[src/rtl/fclk_pkg.sv]
package fclk_pkg;
  typedef enum logic [1:0] {
    LNK_READY  = 2'd0,
    LNK_ACTIVE = 2'd1,
    LNK_GAP    = 2'd2
  } link_state_t;
endpackage

[src/rtl/fclk_phase_cnt.sv]
// Position counter inside one serial period: counts 0..div, then wraps.
module fclk_phase_cnt #(
  parameter int DIV_W = 8
) (
  input  logic             clk,
  input  logic             rst_n,
  input  logic             run,
  input  logic             restart,
  input  logic [DIV_W-1:0] div,
  output logic [DIV_W-1:0] phase,
  output logic             wrap
);
  assign wrap = run && (phase == div);

  always_ff @(posedge clk or negedge rst_n) begin
    if (!rst_n)                phase <= '0;
    else if (!run || restart)  phase <= '0;
    else if (phase == div)     phase <= '0;
    else                       phase <= phase + 1'b1;
  end
endmodule

[src/rtl/fclk_shaper.sv]
// Builds the serial clock level from the period position.
module fclk_shaper #(
  parameter int DIV_W = 8
) (
  input  logic             clk,
  input  logic             rst_n,
  input  logic             active,
  input  logic             idle_high,
  input  logic [DIV_W-1:0] div,
  input  logic [DIV_W-1:0] phase,
  output logic             sclk
);
  localparam int EXT_W = DIV_W + 1;

  logic             half_q;
  logic [EXT_W-1:0] div_ext;
  logic [EXT_W-1:0] lead_len;
  logic             lead_phase;

  // P = 0: level flips each system cycle, first cycle is leading.
  always_ff @(posedge clk or negedge rst_n) begin
    if (!rst_n)       half_q <= 1'b0;
    else if (!active) half_q <= 1'b0;
    else              half_q <= ~half_q;
  end

  always_comb begin
    div_ext  = {1'b0, div};
    // Leading phase is high in mode 0, low in mode 3: high phase takes the odd cycle.
    lead_len = idle_high ? ((div_ext + EXT_W'(1)) >> 1)
                         : ((div_ext + EXT_W'(2)) >> 1);
    if (div == '0) lead_phase = ~half_q;
    else           lead_phase = ({1'b0, phase} < lead_len);
    sclk = idle_high ^ (active & lead_phase);
  end
endmodule

[src/rtl/fclk_gap_timer.sv]
// Counts serial periods while chip selects are held high between commands.
module fclk_gap_timer #(
  parameter int GAP_W = 3
) (
  input  logic             clk,
  input  logic             rst_n,
  input  logic             counting,
  input  logic             wrap,
  input  logic [GAP_W-1:0] gap,
  output logic             done
);
  logic [GAP_W-1:0] periods_q;

  assign done = counting && wrap && (periods_q == gap);

  always_ff @(posedge clk or negedge rst_n) begin
    if (!rst_n)         periods_q <= '0;
    else if (!counting) periods_q <= '0;
    else if (wrap)      periods_q <= periods_q + 1'b1;
  end
endmodule

[src/rtl/fclk_cs_timing.sv]
module fclk_cs_timing #(
  parameter int DIV_W  = 8,
  parameter int GAP_W  = 3,
  parameter int NUM_CS = 2
) (
  input  logic                      clk,
  input  logic                      rst_n,
  input  logic                      cfg_enable,
  input  logic [DIV_W-1:0]          cfg_div,
  input  logic [GAP_W-1:0]          cfg_gap,
  input  logic                      cfg_idle_high,
  input  logic [$clog2(NUM_CS)-1:0] dev_sel,
  input  logic                      cmd_valid,
  output logic                      cmd_ready,
  input  logic                      cmd_end,
  output logic                      sclk,
  output logic                      sclk_tick,
  output logic [NUM_CS-1:0]         cs_n
);
  import fclk_pkg::*;

  localparam int SEL_W = $clog2(NUM_CS);

  link_state_t      state_q, state_d;
  logic [SEL_W-1:0] sel_q;
  logic [DIV_W-1:0] phase;
  logic             wrap;
  logic             gap_done;
  logic             accept;
  logic             leave_active;
  logic             in_active;

  assign in_active    = (state_q == LNK_ACTIVE);
  assign cmd_ready    = (state_q == LNK_READY) && cfg_enable;
  assign accept       = cmd_valid && cmd_ready;
  assign leave_active = in_active && (cmd_end || !cfg_enable);

  always_comb begin
    state_d = state_q;
    unique case (state_q)
      LNK_READY:  if (accept)       state_d = LNK_ACTIVE;
      LNK_ACTIVE: if (leave_active) state_d = LNK_GAP;
      LNK_GAP:    if (gap_done)     state_d = LNK_READY;
      default:                      state_d = LNK_READY;
    endcase
  end

  always_ff @(posedge clk or negedge rst_n) begin
    if (!rst_n) begin
      state_q <= LNK_READY;
      sel_q   <= '0;
    end else begin
      state_q <= state_d;
      if (accept) sel_q <= dev_sel;
    end
  end

  fclk_phase_cnt #(.DIV_W(DIV_W)) u_phase (
    .clk     (clk),
    .rst_n   (rst_n),
    .run     (state_q != LNK_READY),
    .restart (leave_active),
    .div     (cfg_div),
    .phase   (phase),
    .wrap    (wrap)
  );

  fclk_gap_timer #(.GAP_W(GAP_W)) u_gap (
    .clk      (clk),
    .rst_n    (rst_n),
    .counting (state_q == LNK_GAP),
    .wrap     (wrap),
    .gap      (cfg_gap),
    .done     (gap_done)
  );

  fclk_shaper #(.DIV_W(DIV_W)) u_shape (
    .clk       (clk),
    .rst_n     (rst_n),
    .active    (in_active),
    .idle_high (cfg_idle_high),
    .div       (cfg_div),
    .phase     (phase),
    .sclk      (sclk)
  );

  assign sclk_tick = in_active && (phase == '0);

  for (genvar gi = 0; gi < NUM_CS; gi++) begin : g_cs
    assign cs_n[gi] = !(cfg_enable && in_active && (sel_q == SEL_W'(gi)));
  end
endmodule

[config.mk]
export PLATFORM = sky130hd
export DESIGN_NAME = fclk_cs_timing
export DESIGN_NICKNAME = d
export VERILOG_FILES = /design/src/rtl/fclk_pkg.sv /design/src/rtl/fclk_phase_cnt.sv /design/src/rtl/fclk_shaper.sv /design/src/rtl/fclk_gap_timer.sv /design/src/rtl/fclk_cs_timing.sv
export SDC_FILE = /design/constraint.sdc
export NUM_CORES = 1
export LEC_CHECK = 0
export BUFFER_PORTS_ARGS = -buffer_cell sky130_fd_sc_hd__buf_2
export CORE_MARGIN = 1.5
export CORE_UTILIZATION = 34
export DETAILED_ROUTE_END_ITERATION = 8
export PLACE_DENSITY_LB_ADDON = 0.05
export SLEW_MARGIN = 20
export SYNTH_ARGS = -nofsm -noshare
export SYNTH_HDL_FRONTEND = slang
export SYNTH_SLANG_ARGS = --single-unit
[constraint.sdc]
create_clock -name clk -period 4.2 [get_ports clk]
set_clock_uncertainty 0.15 [all_clocks]
set_input_delay 1.05 -clock clk [delete_from_list [all_inputs] [get_ports clk]]
set_output_delay 1.05 -clock clk [all_outputs]
set_load 0.02 [all_outputs]
==> run_results.csv <==
group,metric,value,unit
status,status,"finished with violations",
status,violations,"setup timing",
critical_path,worstSetupEndpointType,"output port",
sta,tightest_slew,0.639,ns
critical_path,r2r-start,"u_phase.phase[0]",
routing,drt_first_pass_iters,4,
placement,place_hpwl,2.36,mm
global_routing,grt_pass1_vias,1135,
final_layout,antenna_cells,0,
clock_network,cts_tree,"yes",
routing,vias_per_cell,4.97,
critical_path,worstRegToRegCells,4,
pwr,ir_drop,0.227,mV
final_layout,syn_to_final_growth,32.8,%
yosys,yosysWarnings,0,
global_routing,grt_max_degree,16,
routing,via_count,1162,
placement,place.gp.congestion,0.821,
routing,wirelength,3.04,mm
job,cap_violations,0,
clock_network,h-tree-depth,1,
routing,drc_errors,0,
clock_network,cts_buffers,3,
sta,slew_headroom,57.4,%
min_path,hp-class,"flop to flop",
sta,setup_viol,1,
clock_network,clk_path_buf_depth,2,
sta,finalMaxSlewViolations,0,
global_routing,met2_usage,27.5,%
global_routing,grt.met1_usage,20.5,%
yosys,synth_edf_count,0,
critical_path,cp.arrival,3.06,ns
yosys,ys.flop_type,"dfrtp_1",
pwr,power_frac_seq,38.4,%
yosys,syn-instance-count,145,
yosys,synthArstFlopShare,100,%
floorplan,ios,23,
clock_network,path_clk_slew,0.06,ns
yosys,synthDistinctLibCells,40,
yosys,syn_nets,177,
global_routing,grt_pass1_wl,5.24,mm
yosys,synth.area.top_cells,"dfrtp_1 29%, ha_1 14%, xnor2_1 10%, xor2_1 5.4%, nand3_1 3.9%",
clock_network,cts_root_buf,"clkbuf_8",
routing,wire_per_inst,13.0,µm
yosys,synth.avg_cell_area,8.89,µm²
placement,placed_area,1560,µm²
routing,drt-initial-drc-count,52,
floorplan,die_width,64.6,µm
placement,placed_cells,226,
final_layout,fin_cells,234,
final_layout,fin_nets,219,
critical_path,worstPathMaxFanout,5,
sta,min_period,4.26,ns
yosys,ys_seq_area_share,29.1,%
critical_path,cp.required,3.00,ns
placement,port_buffers,22,
sta,fmax,235,MHz
critical_path,rr_endpoint,"u_phase.phase[6]",
pwr,power.share.combinational,38.7,%
critical_path,ff2ff_setup_slack,2.20,ns
global_routing,antenna_found_initial,0,
final_layout,drive_gt1_share,30.1,%
pwr,cellInternalPower,0.333,mW
floorplan,initial_core_util,35.2,%
global_routing,grtUsageTotal,16.1,%
final_layout,final_cell_area,1710,µm²
yosys,ys_seq_elements,15,
global_routing,grt_overflow,0,
yosys,syn_area,1290,µm²
pwr,p_sw,0.198,mW
yosys,netlist.area_leader.share,29.1,%
routing,final_antenna_net_count,0,
yosys,netlist_top_cells_count,"15 x dfrtp_1, 15 x xnor2_1, 14 x ha_1, 12 x nor2_1, 10 x nand3_1",
floorplan,die-area,4170,µm²
pwr,pwr-share-clk,22.9,%
global_routing,grt_util_met3,4.17,%
pwr,p_leak,0.765,nW
floorplan,fp.dieH,64.6,µm
clock_network,cts_sinks,15,
pwr,power_density,310,nW/µm²
critical_path,startpoint,"cfg_div[1]",
floorplan,num_rows,22,
clock_network,clock_latency,0.25,ns
yosys,synth_top_area_cell,"dfrtp_1",
critical_path,worstSetupPathType,"primary input to output port",
clock_network,hold_buffers,0,
critical_path,endpoint,"sclk",
final_layout,fin_util,46.8,%
sta,finalHoldViolCount,0,
critical_path,startpoint_type,"primary input",
sta,setup_ws,-0.0583,ns
sta,rsz0062_at_grt,"yes",
global_routing,grt-busiest-layer,"met2",
sta,fin_crit_sh,101,%
floorplan,core_area,3660,µm²
pwr,swShare,37.3,%
[worst max-delay path, stage by stage]
cell and delay (ns):
buf_12 0.11, ha_4 0.15, buf_4 0.13, buf_4 0.13
xnor2_1 0.11, nand2_1 0.06, o21ai_0 0.07, ha_1 0.28
o211ai_1 0.22, a31oi_2 0.08, o21ai_0 0.20, nor4bb_4 0.30
buf_4 0.18
[kinds of logic after synthesis]
group                    Yosys count  synth area share, %
multiplexers                       2                 1.65
AO/OA/AOI/OAI                     24                 12.1
flip-flops                        15                 29.1
XOR/XNOR                          23                 15.6
adder cells (fa/ha/maj)           14                 13.6
AND/OR/NAND/NOR                   57                 24.9
buffers and inverters             10                 3.01
[registers in the layout (all words and copies together), names as in the netlist]
| signal | flops |
|---|---|
| u_phase.phase | 8 |
| u_gap.periods_q | 3 |
| state_q | 2 |
| sel_q | 1 |
| u_shape.half_q | 1 |
[metrics by stage]
step                hold WS [ns]  TNS [ns]  total power, mW  setup slack, ns
finish                     0.328   -0.0583            0.531          -0.0583
global route               0.335    -0.152            0.575           -0.152
CTS                        0.330         0            0.528           0.0125
detailed placement         0.323    -0.199            0.402           -0.199
global placement           0.298    -0.130            0.397           -0.130
floorplan                  0.265         0            0.331           0.0618
[worst min path at each step]
| stage | start | end | slack (ns) | cells after the start |
|---|---|---|---|---|
| finish | u_shape.half_q | u_shape.half_q | 0.33 | 1 |
| global route | u_shape.half_q | u_shape.half_q | 0.33 | 1 |
| detailed placement | u_shape.half_q | u_shape.half_q | 0.32 | 1 |
| floorplan | u_shape.half_q | u_shape.half_q | 0.27 | 1 |
| CTS | u_shape.half_q | u_shape.half_q | 0.33 | 1 |
| global placement | u_shape.half_q | u_shape.half_q | 0.30 | 1 |
[area by class of cell]
| cell class | count | area [µm²] |
|---|---|---|
| repair buffers | 39 | 262 |
| clock buffers | 4 | 45.0 |
| well taps | 48 | 60.1 |
| fillers | 359 | 1950 |
| multi-input cells | 120 | 940 |
| flip-flops and latches | 15 | 375 |
| inverters | 8 | 30.0 |
[metal layers]
metal,vias up,share of wire (%)
met1,543,46
met4,0,1.2
met5,-,0
li1,600,-
met2,14,50
met3,5,2.8
[cells in the final DEF, fill, tap and decap left out, types with 2 or more instances in the layout]
| cell | Yosys | layout |
|---|---|---|
| nor2_1 | 12 | 12 |
| a31oi_1 | 3 | 2 |
| and3_1 | 4 | 4 |
| nor3_1 | 3 | 3 |
| a21oi_1 | 3 | 2 |
| buf_2 | 0 | 19 |
| nand2b_1 | 5 | 4 |
| o21ai_1 | 0 | 2 |
| nor2b_1 | 3 | 3 |
| xnor2_1 | 15 | 15 |
| o22ai_1 | 2 | 2 |
| nand3_1 | 10 | 10 |
| clkbuf_8 | 0 | 3 |
| inv_1 | 8 | 8 |
| o31ai_1 | 2 | 2 |
| dfrtp_1 | 15 | 15 |
| ha_1 | 14 | 12 |
| nand2_1 | 6 | 5 |
| nand4_1 | 3 | 3 |
| buf_4 | 0 | 18 |
| o21ai_0 | 6 | 4 |
| xor2_1 | 8 | 8 |
[power groups by stage]
| stage | sequential, mW | combinational [mW] | clock, mW |
|---|---|---|---|
| after detailed placement | 0.206 | 0.196 | 0 |
| after floorplan | 0.191 | 0.140 | 0 |
| final | 0.204 | 0.206 | 0.122 |
| after global placement | 0.205 | 0.192 | 0 |
| after global routing | 0.210 | 0.234 | 0.131 |
| after CTS | 0.203 | 0.200 | 0.124 |
[what timing repair did]
item / CTS / global route
hold endpoints to repair: 0 / 0
pin swaps: 7 / 10
buffers inserted: 0 / 5
endpoints found under the setup margin: 1 / 1
gates resized for setup: 10 / 10
Note: power is estimated with default switching activity, not from simulation.
